===== config.mk =====
export PLATFORM = sky130hd
export DESIGN_NAME = param_cmd_decoder
export DESIGN_NICKNAME = d
export VERILOG_FILES = /design/src/rtl/pcd_pkg.sv /design/src/rtl/pcd_char_check.sv /design/src/rtl/pcd_dec2bin.sv /design/src/rtl/pcd_field_regs.sv /design/src/rtl/param_cmd_decoder.sv
export SDC_FILE = /design/constraint.sdc
export NUM_CORES = 1
export LEC_CHECK = 0
export ABC_CLOCK_PERIOD_IN_PS = 9300
export BUFFER_PORTS_ARGS = -buffer_cell sky130_fd_sc_hd__buf_2
export CAP_MARGIN = 30
export CORE_ASPECT_RATIO = 0.8
export CORE_MARGIN = 1.5
export CORE_UTILIZATION = 30
export DETAILED_ROUTE_END_ITERATION = 10
export HOLD_SLACK_MARGIN = 0.03
export PLACE_DENSITY_LB_ADDON = 0.1
export SYNTH_ARGS = -nofsm -noshare
export SYNTH_HDL_FRONTEND = slang
export SYNTH_SLANG_ARGS = --single-unit

===== constraint.sdc =====
create_clock -name clk -period 9.3 [get_ports clk]
set_input_delay 0.465 -clock clk [delete_from_list [all_inputs] [get_ports clk]]
set_output_delay 0.465 -clock clk [all_outputs]
set_load 0.01 [all_outputs]

===== src/rtl/pcd_pkg.sv =====
// Package: shared widths, character zone code and selector codes for the
// parameter command word decoder. Assumes 7-bit ASCII characters.
package pcd_pkg;
    localparam int CHAR_W = 7;
    localparam int NIB_W  = 4;
    localparam logic [2:0] DIGIT_ZONE = 3'b011;

    typedef enum logic [3:0] {
        SEL_AGE     = 4'd0,
        SEL_SEX     = 4'd1,
        SEL_WEIGHT  = 4'd2,
        SEL_AERO    = 4'd3,
        SEL_KCAL    = 4'd4,
        SEL_DEFICIT = 4'd5,
        SEL_PRESET  = 4'd6
    } sel_e;
endpackage


===== src/rtl/pcd_char_check.sv =====
// Module: checks each character of the parallel word for being a decimal
// digit and extracts its numeric nibble. Assumes the selector sits in
// the most significant character. Purely combinational.
module pcd_char_check
    import pcd_pkg::*;
#(
    parameter int N_CHARS = 5
) (
    input  logic [N_CHARS*CHAR_W-1:0] word_i,
    output logic                      all_digits_o,
    output logic [N_CHARS*NIB_W-1:0]  digits_o
);
    logic [N_CHARS-1:0] is_digit;

    // One checker per character: zone bits and nibble range.
    for (genvar k = 0; k < N_CHARS; k++) begin : g_char
        logic [CHAR_W-1:0] ch;
        assign ch          = word_i[k*CHAR_W +: CHAR_W];
        assign is_digit[k] = (ch[6:4] == DIGIT_ZONE) && (ch[3:0] <= 4'd9);
        assign digits_o[k*NIB_W +: NIB_W] = ch[3:0];
    end

    // The word is valid only when every character is a digit.
    assign all_digits_o = &is_digit;
endmodule


===== src/rtl/pcd_dec2bin.sv =====
// Module: converts N_DIG decimal digits (most significant first) into a
// binary value by repeated multiply-by-ten. Assumes the digits are 0..9
// and that VAL_W holds 10**N_DIG - 1.
module pcd_dec2bin
    import pcd_pkg::*;
#(
    parameter int N_DIG = 4,
    parameter int VAL_W = 14
) (
    input  logic [N_DIG*NIB_W-1:0] digits_i,
    output logic [VAL_W-1:0]       value_o
);
    // Horner accumulation across the digits.
    always_comb begin
        value_o = '0;
        for (int i = N_DIG - 1; i >= 0; i--) begin
            value_o = value_o * VAL_W'(10) + VAL_W'(digits_i[i*NIB_W +: NIB_W]);
        end
    end
endmodule


===== src/rtl/pcd_field_regs.sv =====
// Module: holds the six user parameter registers, applies the selected
// update with range saturation, restores the presets on reset or on the
// preset selector, and emits a one-cycle strobe per accepted update.
// Assumes upd_i is already qualified by the valid pulse and digit check.
module pcd_field_regs
    import pcd_pkg::*;
#(
    parameter int VAL_W    = 14,
    parameter int AGE_W    = 7,
    parameter int WT_W     = 9,
    parameter int AERO_W   = 8,
    parameter int AGE_MAX  = 126,
    parameter int WT_MAX   = 510,
    parameter int AERO_MAX = 254,
    parameter int DEF_AGE  = 20,
    parameter int DEF_WT   = 135,
    parameter int DEF_AERO = 40,
    parameter int DEF_KCAL = 2000,
    parameter int DEF_DEFC = 100
) (
    input  logic              clk,
    input  logic              rst_n,
    input  logic              upd_i,
    input  logic [NIB_W-1:0]  sel_i,
    input  logic [VAL_W-1:0]  value_i,
    input  logic [NIB_W-1:0]  sex_digit_i,
    output logic [AGE_W-1:0]  age_o,
    output logic              sex_o,
    output logic [WT_W-1:0]   weight_o,
    output logic [AERO_W-1:0] aero_o,
    output logic [VAL_W-1:0]  kcal_o,
    output logic [VAL_W-1:0]  deficit_o,
    output logic              loaded_o
);
    logic [AGE_W-1:0]  age_sat;
    logic [WT_W-1:0]   wt_sat;
    logic [AERO_W-1:0] aero_sat;

    // Clamp the payload to each bounded field's legal maximum.
    always_comb begin
        age_sat  = (value_i > VAL_W'(AGE_MAX))  ? AGE_W'(AGE_MAX)   : value_i[AGE_W-1:0];
        wt_sat   = (value_i > VAL_W'(WT_MAX))   ? WT_W'(WT_MAX)     : value_i[WT_W-1:0];
        aero_sat = (value_i > VAL_W'(AERO_MAX)) ? AERO_W'(AERO_MAX) : value_i[AERO_W-1:0];
    end

    // Register bank: reset/preset restore, selected load, strobe.
    always_ff @(posedge clk) begin
        if (!rst_n) begin
            age_o     <= AGE_W'(DEF_AGE);
            sex_o     <= 1'b0;
            weight_o  <= WT_W'(DEF_WT);
            aero_o    <= AERO_W'(DEF_AERO);
            kcal_o    <= VAL_W'(DEF_KCAL);
            deficit_o <= VAL_W'(DEF_DEFC);
            loaded_o  <= 1'b0;
        end else begin
            loaded_o <= upd_i && (sel_i <= NIB_W'(SEL_PRESET));
            if (upd_i) begin
                case (sel_i)
                    SEL_AGE:     age_o     <= age_sat;
                    SEL_SEX:     sex_o     <= (sex_digit_i != '0);
                    SEL_WEIGHT:  weight_o  <= wt_sat;
                    SEL_AERO:    aero_o    <= aero_sat;
                    SEL_KCAL:    kcal_o    <= value_i;
                    SEL_DEFICIT: deficit_o <= value_i;
                    SEL_PRESET: begin
                        age_o     <= AGE_W'(DEF_AGE);
                        sex_o     <= 1'b0;
                        weight_o  <= WT_W'(DEF_WT);
                        aero_o    <= AERO_W'(DEF_AERO);
                        kcal_o    <= VAL_W'(DEF_KCAL);
                        deficit_o <= VAL_W'(DEF_DEFC);
                    end
                    default: ;
                endcase
            end
        end
    end

    // first cycle out of reset shows presets and no strobe.
    a_r1_reset_presets: assert property (@(posedge clk) disable iff (!rst_n)
        $rose(rst_n) |-> (age_o == AGE_W'(DEF_AGE)) && !sex_o && (kcal_o == VAL_W'(DEF_KCAL)) && !loaded_o);

    // no qualified word means no change and no strobe.
    a_r2_idle_stable: assert property (@(posedge clk) disable iff (!rst_n)
        !upd_i |=> !loaded_o && $stable(age_o) && $stable(sex_o) && $stable(weight_o)
                   && $stable(aero_o) && $stable(kcal_o) && $stable(deficit_o));

    // bounded fields never exceed their limits.
    a_r5_field_limits: assert property (@(posedge clk) disable iff (!rst_n)
        (age_o <= AGE_W'(AGE_MAX)) && (weight_o <= WT_W'(WT_MAX)) && (aero_o <= AERO_W'(AERO_MAX)));

    // preset selector restores the default values.
    a_r6_preset_cmd: assert property (@(posedge clk) disable iff (!rst_n)
        upd_i && (sel_i == NIB_W'(SEL_PRESET)) |=> (weight_o == WT_W'(DEF_WT)) && (deficit_o == VAL_W'(DEF_DEFC)) && loaded_o);

    // unused selectors leave everything untouched.
    a_r7_unused_sel: assert property (@(posedge clk) disable iff (!rst_n)
        upd_i && (sel_i > NIB_W'(SEL_PRESET)) |=> !loaded_o && $stable(age_o) && $stable(kcal_o) && $stable(deficit_o));

    // a strobe is always caused by an accepted update one cycle before.
    a_r8_strobe_cause: assert property (@(posedge clk) disable iff (!rst_n)
        loaded_o |-> $past(upd_i && (sel_i <= NIB_W'(SEL_PRESET))));
endmodule


===== src/rtl/param_cmd_decoder.sv =====
// Module: top of the parameter command word decoder. Qualifies the word
// with the valid pulse and digit check, converts the four payload digits
// to binary and hands them to the register bank. Assumes the selector is
// the most significant character and that the valid pulse lasts one cycle.
module param_cmd_decoder
    import pcd_pkg::*;
#(
    parameter int N_CHARS  = 5,
    parameter int VAL_W    = 14,
    parameter int AGE_W    = 7,
    parameter int WT_W     = 9,
    parameter int AERO_W   = 8,
    parameter int AGE_MAX  = 126,
    parameter int WT_MAX   = 510,
    parameter int AERO_MAX = 254
) (
    input  logic                      clk,
    input  logic                      rst_n,
    input  logic                      word_vld_i,
    input  logic [N_CHARS*CHAR_W-1:0] word_i,
    output logic [AGE_W-1:0]          age_o,
    output logic                      sex_o,
    output logic [WT_W-1:0]           weight_o,
    output logic [AERO_W-1:0]         aero_o,
    output logic [VAL_W-1:0]          kcal_o,
    output logic [VAL_W-1:0]          deficit_o,
    output logic                      loaded_o
);
    localparam int N_PAY = N_CHARS - 1;

    logic                     all_digits;
    logic [N_CHARS*NIB_W-1:0] digits;
    logic [VAL_W-1:0]         payload;
    logic                     upd;
    logic [NIB_W-1:0]         sel;

    pcd_char_check #(.N_CHARS(N_CHARS)) u_check (
        .word_i       (word_i),
        .all_digits_o (all_digits),
        .digits_o     (digits)
    );

    pcd_dec2bin #(.N_DIG(N_PAY), .VAL_W(VAL_W)) u_conv (
        .digits_i (digits[N_PAY*NIB_W-1:0]),
        .value_o  (payload)
    );

    // Accept only a qualified word made entirely of digits.
    assign upd = word_vld_i && all_digits;
    assign sel = digits[N_CHARS*NIB_W-1 -: NIB_W];

    pcd_field_regs #(
        .VAL_W(VAL_W), .AGE_W(AGE_W), .WT_W(WT_W), .AERO_W(AERO_W),
        .AGE_MAX(AGE_MAX), .WT_MAX(WT_MAX), .AERO_MAX(AERO_MAX)
    ) u_regs (
        .clk         (clk),
        .rst_n       (rst_n),
        .upd_i       (upd),
        .sel_i       (sel),
        .value_i     (payload),
        .sex_digit_i (digits[NIB_W-1:0]),
        .age_o       (age_o),
        .sex_o       (sex_o),
        .weight_o    (weight_o),
        .aero_o      (aero_o),
        .kcal_o      (kcal_o),
        .deficit_o   (deficit_o),
        .loaded_o    (loaded_o)
    );
endmodule


# Word-level counts from Yosys, hierarchy flattened
# Cells that the tools add are included.
# op_classes
addsub,3
mul,3
magnitude_cmp,9
n_eq_ne,11
muxes,9
n_reduce_logical,22
# ops
operator,n
14-bit case mux with 2 select lines,2
14-bit by 4-bit adder with 14-bit output,3
14-bit by 3-bit multiplier with 13-bit output (second input constant),2
4-bit <= comparator (second input constant),5
9-bit case mux with 2 select lines,1
8-bit case mux with 2 select lines,1
3-bit by 2-bit == test with 1-bit output (second input constant),5
14-bit by 7-bit greater-than comparator with 1-bit output (second input constant),1
14-bit by 8-bit greater-than comparator with 1-bit output (second input constant),1
14-bit by 9-bit greater-than comparator with 1-bit output (second input constant),1
7-bit case mux with 2 select lines,1
4-bit by 3-bit == test with 1-bit output (second input constant),3
2-bit AND reduction,6
2-bit nonzero test,6
9-bit two-way mux,1
4-bit by 2-bit == test with 1-bit output (second input constant),2
8-bit two-way mux,1
1-bit logical AND,7
4-bit by 3-bit multiplier with 7-bit output (second input constant),1
7-bit two-way mux,1
5-bit AND reduction,1
4-bit by 1-bit == test with 1-bit output (second input constant),1
4-bit by 3-bit <= comparator with 1-bit output (second input constant),1
4-bit logical NOT,1
2 further kinds,2
# totals
ff_bits,54
in_bits,38
wordCells,64

# Depth between registers and ports, before layout
# Gate-level depths: netlist of the first run.
# depth
word_depth,9
mapped_depth,24

# Modules after synthesis
# A second synthesis of the first run with hierarchy kept.
# hier_totals
hier_cells,496
area_unflattened_um2,4142.7
# by_module_without_submodules
module,n_inst,cells_each,area_each_um2,seq_area_each_um2
pcd_field_regs,1,270,2268.4,1081.0
pcd_dec2bin,1,191,1635.3,0.0
pcd_char_check,1,34,232.7,0.0
param_cmd_decoder,1,1,6.3,0.0

# Worst setup path after synthesis of the first run
# No wires, ideal clock.
# synth_path
kind,input -> register
start,input port word_i[22]
end,register u_regs.age_o[5]
arrival_ps,6494
required_ps,9155
path_slack_ps,2661
path_stages,22
path_buffers,0
cell_sequence,ha_1 > ha_1 > fa_1 > nand2_1 > nor4_2 > ha_1 > ha_1 > or3b_2 > o221ai_1 > or3b_1 > and3_1 > xnor2_1 > ha_1 > ha_1 > or4_1 > o22ai_1 > xor2_1 > or4_4 > xnor2_2 > xnor2_2 > nor4b_4 > a311oi_1
# synth_between
elab_chain_cells,9
# synth_lines
item,line_no,text
start: declaration,param_cmd_decoder.sv:20,"input logic [N_CHARS*CHAR_W-1:0] word_i,"
4-bit by 3-bit multiplier with 7-bit output,pcd_dec2bin.sv:17,value_o = value_o * VAL_W'(10) + VAL_W'(digits_i[i*NIB_W +: NIB_W]);
14-bit by 4-bit adder with 14-bit output,pcd_dec2bin.sv:17,
14-bit by 3-bit multiplier with 13-bit output,pcd_dec2bin.sv:17,
14-bit by 4-bit adder with 14-bit output,pcd_dec2bin.sv:17,
14-bit by 3-bit multiplier with 13-bit output,pcd_dec2bin.sv:17,
14-bit by 4-bit adder with 14-bit output,pcd_dec2bin.sv:17,
14-bit by 7-bit greater-than comparator with 1-bit output,pcd_field_regs.sv:41,age_sat = (value_i > VAL_W'(AGE_MAX)) ? AGE_W'(AGE_MAX) : value_i[AGE_W-1:0];
7-bit two-way mux,pcd_field_regs.sv:41,
7-bit case mux with 2 select lines,pcd_field_regs.sv:59,case (sel_i)
end signal: assignment,pcd_field_regs.sv:49,age_o <= AGE_W'(DEF_AGE);
end signal: assignment,pcd_field_regs.sv:60,SEL_AGE: age_o <= age_sat;
end signal: assignment,pcd_field_regs.sv:67,age_o <= AGE_W'(DEF_AGE);
end: declaration,pcd_field_regs.sv:27,"output logic [AGE_W-1:0] age_o,"
# Several ways; a longest one is shown, not always the timed one.
# A chain may end at the register's enable or synchronous reset.

# Final worst setup path of the first run
# layout_path
start,input port word_i[22]
end,register u_regs.age_o[3]
# Same word-level chain as after synthesis.

==> results.json, run 1 <==
{
  "path_max_fanout": 8,
  "preCtsSetupSlack_ns": 1.93,
  "final.setup.tns_ns": 0,
  "place.port_buffers": 91,
  "htree_num_levels": 2,
  "die_w_um": 136,
  "worstSkewPairLatency_ns": 0.30,
  "placedCellCount": 786,
  "worst_slew_pin_slew_ns": 0.801,
  "ys_ff_latch": 54,
  "yosys.area.top_type": "sky130_fd_sc_hd__dfxtp_1",
  "timing_worst_setup_path_type": "input pin to register",
  "place_area_sq_um": 4900,
  "die_area_sq_um": 14900,
  "synthFlopType": "sky130_fd_sc_hd__dfxtp_1",
  "post_route_skew_ns": 0,
  "routed-via-count": 4062,
  "area_of_combinational_cells_with_multiple_inputs_sq_um": 2990,
  "worst_slew_margin_rel_pct": 46.5,
  "synth-warning-count": 0,
  "placeableCoreArea_sq_um": 13700,
  "postSynth.asyncResetShare_pct": 0,
  "synth_top_cells_by_area": "sky130_fd_sc_hd__dfxtp_1, sky130_fd_sc_hd__ha_1, sky130_fd_sc_hd__a21oi_1, sky130_fd_sc_hd__nand2_1, sky130_fd_sc_hd__xnor2_1",
  "average_detailed_routed_wire_length_per_instance_um": 15.9,
  "groute.usage.overall_pct": 17.3,
  "postCtsSetupRepairBufs": 0,
  "initial_antenna_violation_count": 0,
  "fmax_mhz": 142,
  "tritoncts_clock_tree": "yes",
  "layout.core_utilization_pct": 37.3,
  "grt_pass1_vias": 3911,
  "first_pass_iters": 4,
  "synth_seq_area_share_pct": 25.5,
  "period_minus_slack_ns": 7.06,
  "synth_enable_flop_cells": 0,
  "class_of_the_tightest_hold_or_removal_check": "register to register",
  "total_grt_overflow": 0,
  "die_h_um": 109,
  "power.density_nw_per_um2": 438,
  "report.final.hold_viol_count": 0,
  "nFillCells": 1416,
  "final_max_slew_violation_count": 0,
  "clock_path_buffers": 2,
  "row_count": 38,
  "global_route_wire_length_before_repair_mm": 20.2,
  "finalPower_mw": 2.23,
  "static-leakage-power_nw": 2.17,
  "cp_data_arrival_time_ns": 7.20,
  "final.hold.worst_slack_ns": 0.457,
  "synthesis.nets": 619,
  "diode_count": 0,
  "floorplan.io_pins": 92,
  "mapped_cell_area_sq_um": 4250,
  "cts.repair.resized": 0,
  "gp_routability_congestion": 0.826,
  "required_ns": 9.44,
  "holdPathStages": 2,
  "route.detailed.drc": 0,
  "area.growth.synth_to_final_pct": 20.2,
  "final_design_area_no_fill_sq_um": 5100,
  "synthDistinctLibCells": 66,
  "status": "complete, no violations",
  "finalCritPeriodShare_pct": 75.9,
  "synth.top_cell.area_share_pct": 25.5,
  "mapped_cells": 529,
  "tritoncts_num_sinks": 54,
  "worstSetupStartpointType": "input pin",
  "drv.max_cap_violation_count": 0,
  "numCtsBuffers": 5,
  "cts_root_buf": "sky130_fd_sc_hd__clkbuf_16",
  "synth_area_per_cell_sq_um": 8.03,
  "drtAntennaViolNets": 0,
  "cp-end-kind": "register",
  "layout-drive-gt1-share_pct": 20.2,
  "floorplan.initialDensity_pct": 31.0,
  "report.final.setup_viol": 0,
  "rsz_0062_raised_after_global_routing": "false",
  "dp_wirelength_mm": 9.81,
  "postLayoutSetupSlackWorst_ns": 2.24,
  "worst-r2r-cell-count": 2,
  "cts_hold_buf": 0,
  "register_area_sq_um": 1080,
  "grt_max_degree": 31,
  "synth.top_cells.by_count": "sky130_fd_sc_hd__dfxtp_1, sky130_fd_sc_hd__nand2_1, sky130_fd_sc_hd__nor2_1",
  "routed_wl_mm": 12.6,
  "nNetsFinal": 703,
  "viasPerCell": 5.12,
  "initialDrtViolationCount": 209,
  "layoutNonFillerInstCount": 794,
  "vdd_drop_max_mv": 0.269,
  "path_clk_slew_ns": 0.08
}
## state kept, by name, summed over array words and instances, names as in the netlist
name              count
u_regs.deficit_o     14
u_regs.sex_o          1
u_regs.age_o          7
u_regs.kcal_o        14
u_regs.aero_o         8
u_regs.loaded_o       1
u_regs.weight_o       9
## worst max-delay path: stages
cell                       delay [ns]
sky130_fd_sc_hd__buf_2           0.12
sky130_fd_sc_hd__ha_1            0.29
sky130_fd_sc_hd__ha_1            0.23
sky130_fd_sc_hd__fa_1            0.56
sky130_fd_sc_hd__nand2_1         0.10
sky130_fd_sc_hd__nor4_2          0.63
sky130_fd_sc_hd__ha_1            0.36
sky130_fd_sc_hd__ha_1            0.38
sky130_fd_sc_hd__or3b_2          0.22
sky130_fd_sc_hd__o221ai_1        0.08
sky130_fd_sc_hd__or3b_1          0.44
sky130_fd_sc_hd__and3_1          0.24
sky130_fd_sc_hd__xnor2_1         0.15
sky130_fd_sc_hd__ha_1            0.31
sky130_fd_sc_hd__ha_1            0.22
sky130_fd_sc_hd__or4_1           0.52
sky130_fd_sc_hd__o22ai_1         0.17
sky130_fd_sc_hd__xor2_1          0.15
sky130_fd_sc_hd__or4_4           0.47
sky130_fd_sc_hd__xnor2_2         0.17
sky130_fd_sc_hd__xnor2_2         0.21
sky130_fd_sc_hd__nor4b_4         0.55
sky130_fd_sc_hd__a311oi_1        0.16
## power breakdown
group / internal, mW / total, mW / leakage (nW) / switching (mW)
sequential: 0.231 / 0.231 / 0.435 / 0.000000115
clock: 0.162 / 0.249 / 0.0971 / 0.0872
combinational: 0.652 / 1.75 / 1.64 / 1.10
## per-layer routing
metal / global-route usage [%] / up-vias / share of wire [%]
met3: 2.63 / 7 / 5.6
met1: 25.8 / 1874 / 53
met5: 0 / - / 0
li1: - / 2075 / -
met2: 26.8 / 106 / 41
met4: 2.28 / 0 / 0.43
## final timing paths
path	startpoint	slack (ns)	endpoint
hold / removal	u_regs.deficit_o[11]	0.46	u_regs.deficit_o[11]
setup reg to reg	u_regs.weight_o[0]	8.36	u_regs.weight_o[0]
hold reg to reg	u_regs.deficit_o[11]	0.46	u_regs.deficit_o[11]
setup / recovery	word_i[22]	2.24	u_regs.age_o[3]
## area by class of cell
type                    instances  share of cell area [%]
inverters                      26                    1.91
clock buffers                   6                    2.72
flip-flops and latches         54                    21.2
clock inverters                 2                    1.18
repair buffers                 97                    9.96
multi-input cells             429                    58.6
well taps                     180                    4.41
## kinds of logic after synthesis
logic type,count (synthesis),share of synthesized area [%]
simple gates,208,25.7
compound gates,130,19.5
flops,54,25.5
fa+ha+maj,52,16.4
buf+inv,46,4.07
xor+xnor,36,8.13
mux,3,0.766
## cell usage in the layout (no fill, tap or decap), types with 3 or more instances in the layout
| cell type | instances |
|---|---|
| sky130_fd_sc_hd__nand2_1 | 54 |
| sky130_fd_sc_hd__nand4_1 | 3 |
| sky130_fd_sc_hd__nor4b_1 | 4 |
| sky130_fd_sc_hd__or3_1 | 4 |
| sky130_fd_sc_hd__and3_1 | 3 |
| sky130_fd_sc_hd__nor2_1 | 50 |
| sky130_fd_sc_hd__inv_1 | 26 |
| sky130_fd_sc_hd__xnor2_2 | 3 |
| sky130_fd_sc_hd__xor2_1 | 9 |
| sky130_fd_sc_hd__xnor2_1 | 23 |
| sky130_fd_sc_hd__o2111ai_1 | 3 |
| sky130_fd_sc_hd__o21ai_0 | 31 |
| sky130_fd_sc_hd__a32oi_1 | 3 |
| sky130_fd_sc_hd__fa_1 | 6 |
| sky130_fd_sc_hd__nor3b_1 | 9 |
| sky130_fd_sc_hd__dfxtp_1 | 54 |
| sky130_fd_sc_hd__buf_2 | 91 |
| sky130_fd_sc_hd__o31ai_1 | 6 |
| sky130_fd_sc_hd__nand3_1 | 20 |
| sky130_fd_sc_hd__nor2b_1 | 8 |
| sky130_fd_sc_hd__and2_1 | 5 |
| sky130_fd_sc_hd__nor4_1 | 5 |
| sky130_fd_sc_hd__a311oi_1 | 4 |
| sky130_fd_sc_hd__nand2b_1 | 4 |
| sky130_fd_sc_hd__a211oi_1 | 6 |
| sky130_fd_sc_hd__clkbuf_16 | 5 |
| sky130_fd_sc_hd__o21a_1 | 3 |
| sky130_fd_sc_hd__ha_1 | 46 |
| sky130_fd_sc_hd__buf_4 | 5 |
| sky130_fd_sc_hd__o211ai_1 | 3 |
| sky130_fd_sc_hd__a21o_1 | 8 |
| sky130_fd_sc_hd__a21oi_1 | 44 |
| sky130_fd_sc_hd__nor3_1 | 19 |
| sky130_fd_sc_hd__or4_1 | 3 |
Note: power is estimated with default switching activity, not from simulation.
==> run 2, diff against run 1 <==
ABC_AREA = 1   (was default)
ABC_CLOCK_PERIOD_IN_PS = 7200   (was 9300)
clock period = 7.2 ns   (was 9.3 ns; I/O delays follow)
==> results.json, run 2 <==
{
  "worstSetupStartpointType": "input pin",
  "row_count": 39,
  "place.port_buffers": 91,
  "final_design_area_no_fill_sq_um": 5280,
  "synth-warning-count": 0,
  "grt_pass1_vias": 4225,
  "area_of_combinational_cells_with_multiple_inputs_sq_um": 2980,
  "fmax_mhz": 173,
  "viasPerCell": 4.81,
  "finalCritPeriodShare_pct": 80.4,
  "nFillCells": 1510,
  "worst_slew_margin_rel_pct": 52.8,
  "groute.usage.overall_pct": 16.4,
  "floorplan.initialDensity_pct": 31.0,
  "numCtsBuffers": 5,
  "hold_path.startpoint": "word_i[31]",
  "area.growth.synth_to_final_pct": 18.2,
  "layout.cells.most_common": "sky130_fd_sc_hd__nand2_1",
  "cp_data_arrival_time_ns": 5.98,
  "synthFlopType": "sky130_fd_sc_hd__dfxtp_1",
  "synth_top_cells_by_area": "sky130_fd_sc_hd__dfxtp_1, sky130_fd_sc_hd__nand2_1, sky130_fd_sc_hd__ha_1, sky130_fd_sc_hd__inv_1, sky130_fd_sc_hd__nand3_1",
  "initialDrtViolationCount": 402,
  "die_w_um": 139,
  "required_ns": 7.39,
  "cts_root_buf": "sky130_fd_sc_hd__clkbuf_16",
  "most_instantiated_library_cell_after_synthesis": "sky130_fd_sc_hd__nand2_1",
  "report.final.hold_viol_count": 0,
  "cts_hold_buf": 0,
  "die_area_sq_um": 15600,
  "path_max_fanout": 13,
  "synth.top_cells.by_count": "sky130_fd_sc_hd__nand2_1, sky130_fd_sc_hd__inv_1, sky130_fd_sc_hd__dfxtp_1",
  "violations": "DRC",
  "report.final.setup_viol": 0,
  "synthesis.nets": 742,
  "postSynth.asyncResetShare_pct": 0,
  "ys_ff_latch": 54,
  "post_route_skew_ns": 0,
  "initial_antenna_violation_count": 0,
  "most_used_cells_in_the_layout_excluding_fill_and_tap_cells": "sky130_fd_sc_hd__nand2_1, sky130_fd_sc_hd__buf_2, sky130_fd_sc_hd__inv_1",
  "synth_enable_flop_cells": 0,
  "path_clk_slew_ns": 0.07,
  "startpoint": "word_i[22]",
  "total_grt_overflow": 0,
  "mapped_cells": 652,
  "period_minus_slack_ns": 5.79,
  "final_max_slew_violation_count": 0,
  "tritoncts_clock_tree": "yes",
  "clock_path_buffers": 2,
  "timing_worst_setup_path_type": "input pin to register",
  "tritoncts_num_sinks": 54,
  "yosys.area.top_type": "sky130_fd_sc_hd__dfxtp_1",
  "nNetsFinal": 832,
  "worstSkewPairLatency_ns": 0.29,
  "die_h_um": 112,
  "placeableCoreArea_sq_um": 14400,
  "synth_seq_area_share_pct": 24.2,
  "routed_wl_mm": 12.7,
  "global_route_wire_length_before_repair_mm": 20.9,
  "drtAntennaViolNets": 0,
  "routed-via-count": 4460,
  "floorplan.io_pins": 92,
  "slowest_delay_ns": 0.52,
  "class_of_the_tightest_hold_or_removal_check": "input pin to register",
  "diode_count": 0,
  "postCtsSetupRepairBufs": 0,
  "drv.max_cap_violation_count": 0,
  "synth.top_cell.area_share_pct": 24.2,
  "final.setup.tns_ns": 0,
  "cts.repair.resized": 0,
  "gp_routability_congestion": 0.895,
  "reg_top3": "u_regs.deficit_o x14, u_regs.kcal_o x14, u_regs.weight_o x9",
  "mapped_cell_area_sq_um": 4470,
  "synth_area_per_cell_sq_um": 6.85,
  "layout-drive-gt1-share_pct": 19.9,
  "dp_wirelength_mm": 10.5,
  "r2r-start": "u_regs.deficit_o[1]",
  "critical-path-top-cell-by-count": "sky130_fd_sc_hd__nand2_1",
  "cp-end-kind": "register",
  "register_area_sq_um": 1080,
  "rsz_0062_raised_after_global_routing": "false",
  "slowest_stage_cell_cp": "sky130_fd_sc_hd__fa_1",
  "place_area_sq_um": 5140,
  "preCtsSetupSlack_ns": 1.12,
  "synthDistinctLibCells": 45,
  "status": "complete, but fails checks",
  "grt_max_degree": 24,
  "postLayoutSetupSlackWorst_ns": 1.41,
  "worst_slew_pin_slew_ns": 0.708,
  "route.detailed.drc": 7,
  "first_pass_iters": 10,
  "htree_num_levels": 2,
  "average_detailed_routed_wire_length_per_instance_um": 13.7
}
run 2: final timing paths:
check / to / slack [ns] / cells after the start
max: u_regs.aero_o[3] / 1.41 / 32
min: u_regs.loaded_o / 0.44 / 4
max reg2reg: u_regs.deficit_o[1] / 6.50 / 2
min reg2reg: u_regs.age_o[3] / 0.46 / 2
run 2: kinds of logic (layout without fill, tap and decap cells):
family	count (synthesis)	in the layout	synth area share, %
flops	54	54	24.2
buf+inv	105	196	9.16
compound gates	107	107	14.6
fa+ha+maj	52	52	15.6
xor+xnor	19	19	4.23
simple gates	315	315	32.2
run 2: area by class of cell:
type	instances	share of cell area (%)
sequential	54	20.5
tap	184	4.36
timing repair buffer	94	9.43
clock buffer	6	2.44
clock inverter	2	0.261
inverter	94	6.68
multi-input combinational	493	56.4
run 2: through the flow:
stage	hold slack, ns	utilization, %	cells
2_1_floorplan	0.489	-	652
3_3_place_gp	0.448	35.5	918
3_5_place_dp	0.453	35.7	919
4_1_cts	0.415	36.7	927
5_1_grt	0.444	36.7	927
6_report	0.435	36.7	927
run 2: layer usage:
layer  vias to the layer above  GRT usage (%)  wire (um)
met1                      1979           25.9       6840
met4                         0           2.13         61
met3                         7           2.65        905
li1                       2323              -          -
met2                       151           23.6       4900
met5                         -              0          0
run 2: worst max-delay path, delay by kind of cell:
| family | cells | cell delay [ns] |
|---|---|---|
| adder cells (fa/ha/maj) | 7 | 2.39 |
| XOR/XNOR | 2 | 0.41 |
| AND/OR/NAND/NOR | 17 | 2.12 |
| buffers and inverters | 3 | 0.26 |
| AO/OA/AOI/OAI | 3 | 0.45 |
Power of run 2 is left out: the tool's default activity adds up to more than one toggle a clock period on the data nets, which glitch-free logic cannot reach.
